===== src/rtl/sdram_cmd_pkg.sv =====
package sdram_cmd_pkg;

  // {cs_n, ras_n, cas_n, we_n}
  typedef enum logic [3:0] {
    CMD_MRS = 4'b0000,
    CMD_REF = 4'b0001,
    CMD_PRE = 4'b0010,
    CMD_ACT = 4'b0011,
    CMD_WR  = 4'b0100,
    CMD_RD  = 4'b0101,
    CMD_NOP = 4'b0111
  } cmd_e;

  typedef enum logic [2:0] {
    ST_PWR, ST_IREF1, ST_IREF2, ST_IMRS, ST_IDLE, ST_COL
  } seq_state_e;

  function automatic int unsigned ns_to_cyc(int unsigned ns, int unsigned per);
    return (ns + per - 1) / per;
  endfunction

  function automatic int unsigned umax(int unsigned a, int unsigned b);
    return (a > b) ? a : b;
  endfunction

endpackage


===== src/rtl/sdram_ref_timer.sv =====
module sdram_ref_timer #(
  parameter int unsigned PERIOD = 3900
) (
  input  logic clk,
  input  logic rst_n,
  input  logic issued,
  output logic pending
);
  localparam int W = $clog2(PERIOD + 1);
  localparam logic [W-1:0] LOAD = W'(PERIOD - 1);

  logic [W-1:0] cnt;

  always_ff @(posedge clk or negedge rst_n) begin
    if (!rst_n) begin
      cnt     <= LOAD;
      pending <= 1'b0;
    end else if (issued) begin
      cnt     <= LOAD;
      pending <= 1'b0;
    end else if (cnt == '0) begin
      pending <= 1'b1;
    end else begin
      cnt <= cnt - 1'b1;
    end
  end

  // a due refresh stays due until it is issued
  a_r10_pending_holds: assert property (@(posedge clk) disable iff (!rst_n)
    pending && !issued |=> pending);

endmodule


===== src/rtl/sdram_rd_pipe.sv =====
module sdram_rd_pipe #(
  parameter int unsigned LAT = 3,
  parameter int unsigned DW  = 16
) (
  input  logic          clk,
  input  logic          rst_n,
  input  logic          issue,
  input  logic [DW-1:0] dq_in,
  output logic          rd_valid,
  output logic [DW-1:0] rd_data
);
  logic [LAT-1:0] stage;

  always_ff @(posedge clk or negedge rst_n) begin
    if (!rst_n) begin
      stage    <= '0;
      rd_valid <= 1'b0;
      rd_data  <= '0;
    end else begin
      stage    <= {stage[LAT-2:0], issue};
      rd_valid <= stage[LAT-1];
      if (stage[LAT-1]) rd_data <= dq_in;
    end
  end

  // at most one read in flight through the pipe
  a_r9_single_inflight: assert property (@(posedge clk) disable iff (!rst_n)
    $countones(stage) <= 1);

endmodule


===== src/rtl/sdram_cmd_ctrl.sv =====
module sdram_cmd_ctrl
  import sdram_cmd_pkg::*;
#(
  parameter int unsigned CLK_PERIOD_NS   = 4,
  parameter int unsigned TRCD_NS         = 20,
  parameter int unsigned TRP_NS          = 20,
  parameter int unsigned TRC_NS          = 63,
  parameter int unsigned TRFC_NS         = 63,
  parameter int unsigned TWR_CYC         = 2,
  parameter int unsigned TMRD_CYC        = 2,
  parameter int unsigned REF_INTERVAL_NS = 15600,
  parameter int unsigned PWRUP_CYC       = 25000,
  parameter int unsigned READ_LAT        = 3
) (
  input  logic        clk,
  input  logic        rst_n,
  input  logic        host_valid,
  output logic        host_ready,
  input  logic        host_we,
  input  logic [22:0] host_addr,
  input  logic [15:0] host_wdata,
  input  logic [1:0]  host_be,
  output logic        rd_valid,
  output logic [15:0] rd_data,
  output logic        sd_cke,
  output logic        sd_cs_n,
  output logic        sd_ras_n,
  output logic        sd_cas_n,
  output logic        sd_we_n,
  output logic [1:0]  sd_ba,
  output logic [11:0] sd_a,
  output logic [1:0]  sd_dqm,
  output logic [15:0] sd_dq_out,
  output logic        sd_dq_oe,
  input  logic [15:0] sd_dq_in
);
  localparam int unsigned TRCD_C = ns_to_cyc(TRCD_NS, CLK_PERIOD_NS);
  localparam int unsigned TRP_C  = ns_to_cyc(TRP_NS, CLK_PERIOD_NS);
  localparam int unsigned TRC_C  = ns_to_cyc(TRC_NS, CLK_PERIOD_NS);
  localparam int unsigned TRFC_C = ns_to_cyc(TRFC_NS, CLK_PERIOD_NS);
  localparam int unsigned REF_C  = ns_to_cyc(REF_INTERVAL_NS, CLK_PERIOD_NS);
  localparam int unsigned GAP_C  = umax(TRC_C - TRCD_C, TWR_CYC + TRP_C);
  localparam int unsigned MAXW   = umax(umax(PWRUP_CYC, TRFC_C), umax(GAP_C, TRCD_C));
  localparam int          CW     = $clog2(MAXW + 1);
  localparam logic [11:0] MODE_WORD = {5'b0, 3'(READ_LAT), 4'b0};
  localparam logic [5:0]  TRCD_6 = 6'(TRCD_C);

  seq_state_e  state, n_state;
  logic [CW-1:0] cnt, n_cnt;
  cmd_e        cmd_q, n_cmd;
  logic [1:0]  ba_q, n_ba;
  logic [11:0] a_q, n_a;
  logic [1:0]  dqm_q, n_dqm;
  logic [15:0] dout_q, n_dout;
  logic        oe_q, n_oe;
  logic        cke_q;

  logic        req_we;
  logic [1:0]  req_bank, req_be;
  logic [8:0]  req_col;
  logic [15:0] req_wdata;

  logic        ref_pend, do_ref, do_rd, accept;

  sdram_ref_timer #(.PERIOD(REF_C)) u_ref (
    .clk(clk), .rst_n(rst_n), .issued(do_ref), .pending(ref_pend)
  );

  sdram_rd_pipe #(.LAT(READ_LAT), .DW(16)) u_rd (
    .clk(clk), .rst_n(rst_n), .issue(do_rd), .dq_in(sd_dq_in),
    .rd_valid(rd_valid), .rd_data(rd_data)
  );

  assign host_ready = (state == ST_IDLE) && (cnt == '0) && !ref_pend;

  always_comb begin
    n_state = state;
    n_cnt   = cnt;
    n_cmd   = CMD_NOP;
    n_ba    = ba_q;
    n_a     = a_q;
    n_dqm   = 2'b00;
    n_dout  = dout_q;
    n_oe    = 1'b0;
    do_ref  = 1'b0;
    do_rd   = 1'b0;
    accept  = 1'b0;
    if (cnt != '0) begin
      n_cnt = cnt - 1'b1;
    end else begin
      case (state)
        ST_PWR: begin
          n_cmd = CMD_PRE; n_ba = 2'b00; n_a = 12'h400;
          n_cnt = CW'(TRP_C - 1); n_state = ST_IREF1;
        end
        ST_IREF1: begin
          n_cmd = CMD_REF; do_ref = 1'b1;
          n_cnt = CW'(TRFC_C - 1); n_state = ST_IREF2;
        end
        ST_IREF2: begin
          n_cmd = CMD_REF; do_ref = 1'b1;
          n_cnt = CW'(TRFC_C - 1); n_state = ST_IMRS;
        end
        ST_IMRS: begin
          n_cmd = CMD_MRS; n_ba = 2'b00; n_a = MODE_WORD;
          n_cnt = CW'(TMRD_CYC - 1); n_state = ST_IDLE;
        end
        ST_IDLE: begin
          if (ref_pend) begin
            n_cmd = CMD_REF; do_ref = 1'b1;
            n_cnt = CW'(TRFC_C - 1);
          end else if (host_valid) begin
            accept = 1'b1;
            n_cmd = CMD_ACT; n_ba = host_addr[22:21]; n_a = host_addr[20:9];
            n_cnt = CW'(TRCD_C - 1); n_state = ST_COL;
          end
        end
        ST_COL: begin
          n_ba  = req_bank;
          n_a   = {3'b010, req_col};
          n_cnt = CW'(GAP_C - 1);
          n_state = ST_IDLE;
          if (req_we) begin
            n_cmd = CMD_WR; n_oe = 1'b1; n_dout = req_wdata; n_dqm = ~req_be;
          end else begin
            n_cmd = CMD_RD; do_rd = 1'b1;
          end
        end
        default: n_state = ST_IDLE;
      endcase
    end
  end

  always_ff @(posedge clk or negedge rst_n) begin
    if (!rst_n) begin
      state  <= ST_PWR;
      cnt    <= CW'(PWRUP_CYC - 1);
      cmd_q  <= CMD_NOP;
      ba_q   <= 2'b00;
      a_q    <= 12'h000;
      dqm_q  <= 2'b00;
      dout_q <= 16'h0000;
      oe_q   <= 1'b0;
      cke_q  <= 1'b0;
    end else begin
      state  <= n_state;
      cnt    <= n_cnt;
      cmd_q  <= n_cmd;
      ba_q   <= n_ba;
      a_q    <= n_a;
      dqm_q  <= n_dqm;
      dout_q <= n_dout;
      oe_q   <= n_oe;
      cke_q  <= 1'b1;
    end
  end

  always_ff @(posedge clk or negedge rst_n) begin
    if (!rst_n) begin
      req_we <= 1'b0; req_bank <= 2'b00; req_col <= 9'h0;
      req_be <= 2'b00; req_wdata <= 16'h0;
    end else if (accept) begin
      req_we    <= host_we;
      req_bank  <= host_addr[22:21];
      req_col   <= host_addr[8:0];
      req_be    <= host_be;
      req_wdata <= host_wdata;
    end
  end

  assign {sd_cs_n, sd_ras_n, sd_cas_n, sd_we_n} = cmd_q;
  assign sd_cke    = cke_q;
  assign sd_ba     = ba_q;
  assign sd_a      = a_q;
  assign sd_dqm    = dqm_q;
  assign sd_dq_out = dout_q;
  assign sd_dq_oe  = oe_q;

  // cycles since the last activate, saturating
  logic [5:0] since_act;
  always_ff @(posedge clk or negedge rst_n) begin
    if (!rst_n)                  since_act <= 6'h3f;
    else if (cmd_q == CMD_ACT)   since_act <= 6'd1;
    else if (since_act != 6'h3f) since_act <= since_act + 6'd1;
  end

  a_r1_cke_stays: assert property (@(posedge clk) disable iff (!rst_n)
    sd_cke |=> sd_cke);
  a_r6_col_after_act: assert property (@(posedge clk) disable iff (!rst_n)
    (cmd_q == CMD_RD || cmd_q == CMD_WR) |-> since_act >= TRCD_6);
  a_r7_mrs_then_nop: assert property (@(posedge clk) disable iff (!rst_n)
    (cmd_q == CMD_MRS) |=> (cmd_q == CMD_NOP));
  a_r9_rd_latency: assert property (@(posedge clk) disable iff (!rst_n)
    rd_valid |-> $past(cmd_q == CMD_RD, READ_LAT));
  a_r11_ref_first: assert property (@(posedge clk) disable iff (!rst_n)
    (ref_pend && state == ST_IDLE && cnt == '0) |=> (cmd_q == CMD_REF));
  a_r12_accept_act: assert property (@(posedge clk) disable iff (!rst_n)
    (host_valid && host_ready) |=> (cmd_q == CMD_ACT));

endmodule


===== config.mk =====
export PLATFORM = sky130hd
export DESIGN_NAME = sdram_cmd_ctrl
export DESIGN_NICKNAME = d
export VERILOG_FILES = /design/src/rtl/sdram_cmd_pkg.sv /design/src/rtl/sdram_ref_timer.sv /design/src/rtl/sdram_rd_pipe.sv /design/src/rtl/sdram_cmd_ctrl.sv
export SDC_FILE = /design/constraint.sdc
export NUM_CORES = 1
export LEC_CHECK = 0
export BUFFER_PORTS_ARGS = -buffer_cell sky130_fd_sc_hd__buf_4
export CAP_MARGIN = 20
export CORE_MARGIN = 5
export CORE_UTILIZATION = 40
export DETAILED_ROUTE_END_ITERATION = 12
export GPL_TIMING_DRIVEN = 0
export PLACE_DENSITY = 0.74
export SETUP_SLACK_MARGIN = 0.3
export SYNTH_ARGS = -nofsm -noshare
export SYNTH_HDL_FRONTEND = slang
export SYNTH_SLANG_ARGS = --single-unit
export TNS_END_PERCENT = 20

===== constraint.sdc =====
create_clock -name clk -period 4.1 [get_ports clk]
set_input_delay 0.615 -clock clk [delete_from_list [all_inputs] [get_ports clk]]
set_output_delay 0.615 -clock clk [all_outputs]
set_load 0.05 [all_outputs]

== Word level (Yosys, flattened, before mapping) ==
Index checks and enable logic that the tools add are counted.

* Multiplexer cells: 38
* Equal/unequal tests: 9
* Bitwise operators: 2
* Reduce and logical (&&, ||, !) cells: 18
* Add/subtract/negate cells: 2

{| class="wikitable"
|+ Operators with widths
! cell !! number
|-
| $pmux W15 S5 || 1
|-
| $mux W12 || 4
|-
| $pmux W12 S4 || 1
|-
| $mux W15 || 3
|-
| $logic_not A15 Y1 || 1
|-
| $mux W1 || 15
|-
| $pmux W3 S5 || 1
|-
| $reduce_bool A15 Y1 || 1
|-
| $sub A15 B1 Y15 const B || 1
|-
| $logic_not A12 Y1 || 1
|-
| $mux W3 || 4
|-
| $pmux W3 S4 || 1
|-
| $sub A12 B1 Y12 const B || 1
|-
| $mux W2 || 5
|-
| $reduce_and A4 Y1 || 2
|-
| $eq A3 B2 Y1 const B || 2
|-
| $eq A3 B3 Y1 const B || 2
|-
| $ne A2 B2 Y1 const B || 3
|-
| $pmux W2 S3 || 1
|-
| $reduce_and A3 Y1 || 2
|-
| $reduce_bool A6 Y1 || 1
|-
| $mux W4 || 1
|-
| $ne A4 B2 Y1 const B || 1
|-
| $reduce_bool A4 Y1 || 1
|-
| 11 further kinds || 13
|}

* Bits in registers: 119
* Logic and storage cells: 88
* Input bits: 61
* Output and inout bits: 56

== Logic depth before layout (Yosys ltp) ==
Gate-level depths: netlist (run 1).

* Depth after elaboration: 5
* Depth in mapped cells: 9
* Gate-level depth less buffers: 6

== Modules after synthesis ==
Synthesis (run 1) repeated with hierarchy kept, for this count alone.

* Cells, all modules: 409
* Area total of the unflattened synthesis: 5377.7 um^2

{| class="wikitable"
|+ By module, submodules not included
! module !! seq. area each (um^2) !! cells each !! times used !! area each (um^2)
|-
| sdram_cmd_ctrl || 2140.8 || 300 || 1 || 3908.7
|-
| sdram_rd_pipe || 500.5 || 38 || 1 || 749.5
|-
| sdram_ref_timer || 336.6 || 71 || 1 || 719.4
|}

== Worst setup path before layout (run 1) ==
Ideal clock, no wire load.

* Kind: reg-to-output
* Start point: register cnt[0]
* End point: output port host_ready
* Required time: 3485 ps
* Setup slack: 1144 ps
* Path buffers: 0
* Stages on the path, launching flop included: 6
* Arrival: 2341 ps
* Path through: dfstp_2 inv_1 ha_1 nor4b_4 nand4_1 nor3_1

* Cells in the longest elaborated chain, start to end: 3

{| class="wikitable"
|+ Ends and longest elaborated chain
! element !! RTL line !! text
|-
| from (decl) || sdram_cmd_ctrl.sv:49 || <nowiki>logic [CW-1:0] cnt, n_cnt;</nowiki>
|-
| from (signal assigned) || sdram_cmd_ctrl.sv:137 || <nowiki>cnt <= CW'(PWRUP_CYC - 1);</nowiki>
|-
| from (signal assigned) || sdram_cmd_ctrl.sv:147 || <nowiki>cnt <= n_cnt;</nowiki>
|-
| $logic_not A15 Y1 || sdram_cmd_ctrl.sv:74 || <nowiki>assign host_ready = (state == ST_IDLE) && (cnt == '0) && !ref_pend;</nowiki>
|-
| $logic_and A1 B1 Y1 (2 in series) || sdram_cmd_ctrl.sv:74 ||
|-
| to (decl) || sdram_cmd_ctrl.sv:18 || <nowiki>output logic host_ready,</nowiki>
|}

No other way between the ends.

== Worst setup path after layout (run 1) ==
Same ends and word-level chain as after synthesis.

==> results by group, run 1 <==
GRT
  • Antenna violations before repair: 0
  • Total grt overflow: 0
  • First-pass GRT wire length: 19.7 mm
  • GRT Util Overall: between 15 and 20%
  • Vias in the first global route: just under 4000
  • Largest net degree at the start of global routing: 69

Synth
  • Synth Instances: a little over 400
  • Yosys warns: 0
  • Area contributors post-synth: dfrtp_1 (46%), dfstp_2 (9.9%), mux2_4 (9.1%)
  • Avg Cell Area, Syn: between 10 and 15 um2
  • Synth Cell Area: 5280 um2
  • Most frequent cells after synthesis: dfrtp_1 (98), mux2_2 (42), mux2_4 (32)
  • Synth Register Bits: roughly 120
  • Most frequent cell after synthesis: dfrtp_1
  • Register area share after synthesis: 56.4%
  • Top FF cell, synth: dfrtp_1
  • Dominant cell type by area after synthesis: dfrtp_1
  • Synthesized Nets: between 400 and 500
  • Post-synth top area share: between 40% and 50%
  • Yosys cell types: 59
  • FFs w/ async S/R, synth: 100%
  • EDFF count, synth: 0

Worst setup path
  • Startpoint class of the critical path: flip-flop
  • Crit end category: primary output
  • Critical-path maximum fanout: 9
  • Kind of critical path: reg2out
  • WP data required: roughly 3.5 ns
  • Critical Path AT: approximately 2.3 ns

Routing
  • Router iterations before antenna repair: 5
  • Initial DRC count: roughly 160
  • Via count: 3759
  • # DRC: 0
  • Detailed-route wire length: around 12 mm
  • Routed len/inst: roughly 16 um
  • ANT nets after route: 0
  • Via density: 5.15

Power
  • Peak VDD IR: approximately 0.29 mV
  • Leak pwr: 3.44 nW
  • Pwr dens: 497 nW/um2

Clock network
  • Worst-path clk slew: 0.05 ns
  • Setup bufs post-CTS: 0
  • CTS Hold Bufs: 0
  • Clock Sinks: ~120
  • H-tree levels: 4
  • Resize count post-CTS: 0
  • Clk_lat worst skew: about 0.4 ns
  • TritonCTS Buffers: 17
  • Max clock buf depth: 2
  • Root buffer cell: clkbuf_16
  • CTS tree: done

Finish
  • Layout Nets: 606
  • Number of antenna diodes: 0
  • Layout cells sized above 1: 46.9%
  • Non-filler cells, final: 730
  • Area growth syn-to-layout: 32.0%

STA
  • Worst-Margin Slew: 0.988 ns
  • Fmax: 342 MHz
  • Worst Skew: a little under 0.008 ns
  • Setup TNS: 0 ns
  • Final Setup Violations: 0
  • RSZ-0062 raised after global routing: false
  • Max-slew violations: 0
  • Period utilisation layout: between 70 and 80%
  • Rel. slew slack: 33.5%
  • Time the worst path needs with I/O delays and setup: around 2.9 ns
  • Final WS setup: around 1.2 ns
  • Final hold violations: 0

Status
  • Status: finished clean

Worst hold path
  • Hold Crit Class: in2async

Floorplan
  • Row count: 42
  • Die W: around 120 um
  • Die Area: 15600 um2
  • Starting Density: 40.4%
  • Core Area: between 10000 and 15000 um2
  • # IOs: 117
  • Die height: about 120 um

Place
  • HPWL Detailed: around 8.4 mm
  • RePlAce Congestion: around 0.88
  • Placed insts: about 700
  • PortBufs: 115
  • Worst slack at placement: ~1.5 ns

Job
  • Max-Cap Viols: 0
critical path, cell delays in order, from the launching register on:
cell and delay, ns:
dfstp_2 0.38, inv_1 0.10, ha_1 0.16, nor4b_4 0.45
nand4_1 0.32, nor3_1 0.27, buf_4 0.23
report_power, final:
part	switching, mW	internal (mW)
Sequential	0.143	1.34
Combinational	0.330	0.267
Clock	0.509	0.879
layout make-up:
type                    count  area (um2)
plain buffers              18         114
clock buffers              21         470
clock inverters            11         101
fillers                  1094        6110
inverters                  14        52.6
multi-input cells         255        2140
flip-flops and latches    118        2980
well taps                 176         220
repair buffers            117         896
cell families (layout without fill, tap and decap cells):
kind of cell             count (synthesis)  in the layout  synth area share, %
adder cells (fa/ha/maj)                  4              4                0.947
other                                    2              2                0.142
AND/OR/NAND/NOR                        107            107                 11.9
multiplexers                            79             79                 19.0
XOR/XNOR                                10             10                 1.66
flip-flops                             118            118                 56.4
buffers and inverters                   32            181                 3.15
AO/OA/AOI/OAI                           53             53                 6.82
through the flow:
| step | instance area (um2) | hold WS (ns) | util (%) | power (mW) |
|---|---|---|---|---|
| 2_1_floorplan | 5280 | 0.319 | - | 1.87 |
| 3_3_place_gp | 6370 | 0.335 | 48.7 | 2.04 |
| 3_5_place_dp | 6390 | 0.335 | 48.9 | 2.07 |
| 4_1_cts | 6970 | 0.271 | 53.2 | 3.49 |
| 5_1_grt | 6970 | 0.312 | 53.3 | 3.63 |
| 6_report | 6970 | 0.254 | 53.3 | 3.47 |
metal layers:
layer | global-route usage (%) | vias up | routed length, um
li1 | - | 1720 | -
met1 | 18.7 | 1845 | 4870
met2 | 25.3 | 170 | 5830
met3 | 5.70 | 24 | 907
met4 | 5.17 | 0 | 231
met5 | 0 | - | 0
cells in the final DEF (no fill, tap or decap), types with 14 or more instances in the layout:
cell and count:
o21ai_0 14, dfrtp_1 98, nor2_1 20, mux2_4 32, dfstp_2 20, buf_4 117
clkbuf_16 17, mux2_2 42, nand2_1 22
flip-flops by register name (all words and copies together) (netlist names), 3 cells and up:
name	cells
u_rd.stage	3
req_wdata	16
sd_dq_out	16
u_ref.cnt	12
req_col	9
u_rd.rd_data	16
state	3
sd_a	12
cnt	15
cmd_q	3
path summary, 6_finish.rpt:
| check | start | to | slack [ns] | cells after the start |
|---|---|---|---|---|
| max in group asynchronous | rst_n | cnt[7] | 3.06 | 2 |
| worst min register to register | u_rd.stage[0] | u_rd.stage[1] | 0.35 | 0 |
| min in group clk | u_rd.stage[0] | u_rd.stage[1] | 0.35 | 0 |
| worst max-delay path | cnt[0] | host_ready | 1.18 | 6 |
| worst max register to register | cnt[0] | sd_a[5] | 1.49 | 9 |
| worst min-delay path | rst_n | u_ref.cnt[2] | 0.25 | 1 |
No activity file was read; power rests on OpenSTA's default activity.
==> run 2, diff against run 1 <==
==> constraint.sdc (replaced) <==
create_clock -name clk -period 3 [get_ports clk]
set_input_delay 0.45 -clock clk [delete_from_list [all_inputs] [get_ports clk]]
set_output_delay 0.45 -clock clk [all_outputs]
set_load 0.05 [all_outputs]
==> run 2 against run 1 <==
  * Non-clock buffer count is 2 higher
  * Global-route usage is 0.26 points higher
  * Final cell count stayed put
  * Register-to-register slack worse by 1.0 ns
  * Combinational power is 37% higher
  * Clock-buffer cell count stayed put
  * Via count is 1.6% lower
==> results by group, run 2 (same netlist as run 1, synthesis figures left out) <==
GRT
  • Antenna violations before repair: 0 (unchanged)
  • GRT Util Overall: 15.6% (was 15.3%)
  • First-pass GRT wire length: 19.9 mm (was 19.7 mm)
  • Vias in the first global route: 3870 (was 3926)
  • Largest net degree at the start of global routing: 63 (was 69)
  • Total grt overflow: 0 (unchanged)

STA
  • Max-slew violations: 0 (unchanged)
  • Final WS setup: 0.454 ns (was 1.18 ns)
  • Worst-Margin Slew: 0.927 ns (was 0.988 ns)
  • RSZ-0062 raised after global routing: false (unchanged)
  • Final Setup Violations: 0 (unchanged)
  • Period utilisation layout: between 80% and 90%
  • Time the worst path needs with I/O delays and setup: 2.55 ns
  • Worst Skew: 0.00737 ns (was 0.00776 ns)
  • Rel. slew slack: 37.6% (was 33.5%)
  • Final hold violations: 0 (unchanged)
  • Fmax: around 390 MHz
  • Setup TNS: 0 ns (unchanged)

Finish
  • Most frequent cells in the layout: buf_4 (119), dfrtp_1 (98), mux2_2 (42) (was buf_4 (117), dfrtp_1 (98), mux2_2 (42))
  • Area growth syn-to-layout: 33.4% (was 32.0%)
  • Layout Nets: 608 (was 606)
  • Non-filler cells, final: 730 (unchanged)
  • Layout cells sized above 1: 47.1% (was 46.9%)
  • Number of antenna diodes: 0 (unchanged)
  • Commonest non-fill, non-tap cell in the layout: buf_4 (unchanged)
  • Final Cell Area: 7050 um2 (was 6970 um2)

Clock network
  • Max clock buf depth: 2 (unchanged)
  • CTS tree: done (unchanged)
  • CTS Hold Bufs: 0 (unchanged)
  • TritonCTS Buffers: 17 (unchanged)
  • H-tree levels: 4 (unchanged)
  • Clock Sinks: 118 (unchanged)
  • Worst-path clk slew: 0.05 ns (about the same)
  • Clk_lat worst skew: 0.41 ns (was 0.40 ns)
  • Root buffer cell: clkbuf_16 (unchanged)

Routing
  • # DRC: 0 (unchanged)
  • Routed len/inst: 16.2 um (about the same)
  • Router iterations before antenna repair: 4 (was 5)
  • Via count: 3697 (was 3759)
  • ANT nets after route: 0 (unchanged)
  • Initial DRC count: 182 (was 164)
  • Via density: 5.06 (was 5.15)
  • Detailed-route wire length: 11.8 mm (about the same)

Power
  • Pwr dens: 704 nW/um2 (was 497 nW/um2)
  • Leak pwr: 3.48 nW (was 3.44 nW)
  • Peak VDD IR: 0.536 mV (was 0.287 mV)

Worst hold path
  • Hold Crit Class: in2async (unchanged)

Worst setup path
  • Worst path cell trace: nor4_1 > nand4_1 > nor3_2 > buf_4 (was inv_1 > ha_1 > nor4b_4 > nand4_1 > nor3_1 > buf_4)
  • Critical-path top delay cell: nor4_1 (was nor4b_4)
  • Startpoint class of the critical path: flip-flop (unchanged)
  • CP Buf/Inv Count: 1 (was 2)
  • Critical Path AT: 2.10 ns (was 2.31 ns)
  • Kind of critical path: reg2out (unchanged)
  • WP data required: 2.55 ns (was 3.48 ns)
  • CP peak stage delay: 0.45 ns (about the same)
  • Delay-heaviest family, CP: simple AND/OR/NAND/NOR gates (unchanged)
  • Crit end category: primary output (unchanged)
  • Critical-path maximum fanout: 7 (was 9)

Place
  • RePlAce Congestion: 0.848 (was 0.879)
  • Placed insts: 697 (unchanged)
  • Worst slack at placement: 0.371 ns (was 1.47 ns)
  • HPWL Detailed: 8.53 mm (was 8.39 mm)
  • PortBufs: 115 (unchanged)
  • Placed cell areas: 6400 um2 (was 6390 um2)

Floorplan
  • Row count: 42 (unchanged)
  • Starting Density: 40.4% (unchanged)
  • Die W: 125 um (unchanged)
  • Die height: 125 um (unchanged)
  • # IOs: 117 (unchanged)
  • Die Area: 15600 um2 (unchanged)
  • Core Area: 13100 um2 (unchanged)

Status
  • Status: finished clean (unchanged)

Job
  • Max-Cap Viols: 0 (unchanged)
==> run 2: changes by cell type in the layout (fill, tap and decap cells not counted) <==
cell and change:
bufinv_16 +3, nor3_1 -1, nor3_2 +1, clkinvlp_4 -2, nor4_2 -1, nor4_4 +1
buf_4 +2, clkinv_4 -3
==> run 2: metal layers <==
| layer | vias to the layer above | part of all wire (%) | track usage, % |
|---|---|---|---|
| li1 | 1717 | - | - |
| met1 | 1847 | 45 | 20.4 |
| met4 | 0 | 1.1 | 4.72 |
| met5 | - | 0 | 0 |
| met3 | 13 | 6.2 | 5.53 |
| met2 | 120 | 48 | 24.5 |
==> run 2: area by class of cell <==
cell class | instances | area [um2]
flip-flops and latches | 118 | 2980
plain buffers | 18 | 114
fillers | 1080 | 6040
well taps | 176 | 220
repair buffers | 119 | 911
clock buffers | 21 | 470
inverters | 14 | 52.6
multi-input cells | 255 | 2150
clock inverters | 9 | 150
==> run 2: worst paths after layout <==
kind | from | end | slack [ns] | depth (start not counted)
worst max-delay path | cnt[3] | host_ready | 0.45 | 4
worst min-delay path | rst_n | sd_dq_out[8] | 0.12 | 1
worst max register to register | cnt[0] | sd_a[6] | 0.49 | 10
worst min register to register | u_rd.stage[1] | u_rd.stage[2] | 0.36 | 0
max in group asynchronous | rst_n | u_ref.cnt[5] | 2.08 | 2
min in group clk | host_wdata[13] | req_wdata[13] | 0.27 | 2
==> run 2: per-stage QoR <==
| stage | utilization (%) | power, mW | hold slack, ns |
|---|---|---|---|
| floorplan | - | 2.55 | 0.154 |
| global placement | 48.7 | 2.79 | 0.362 |
| detailed placement | 48.9 | 2.84 | 0.363 |
| CTS | 53.8 | 4.98 | 0.153 |
| global route | 53.9 | 5.21 | 0.205 |
| finish | 53.9 | 4.96 | 0.124 |
==> run 2: worst register-to-register path, cell delays in order (launching register included) <==
cell	delay, ns
dfstp_2	0.38
inv_1	0.11
ha_1	0.16
nor4b_4	0.24
buf_4	0.19
and4_1	0.16
buf_2	0.19
and4_1	0.20
buf_2	0.17
buf_4	0.23
mux2_2	0.36
==> run 2: repair_timing <==
| action | CTS | global route |
|---|---|---|
| cloned | 0 | 0 |
| resized for setup | 0 | 1 |
| pin swaps | 0 | 0 |
| setup buffers | 2 | 0 |
| setup endpoints to repair | 1 | 1 |
| hold endpoints to repair | 0 | 0 |
==> run 2: power breakdown <==
group          internal, mW  switching [mW]  leakage [nW]
clock                  1.44           0.672         0.301
combinational         0.375           0.440          1.69
sequential             1.83           0.207          1.49
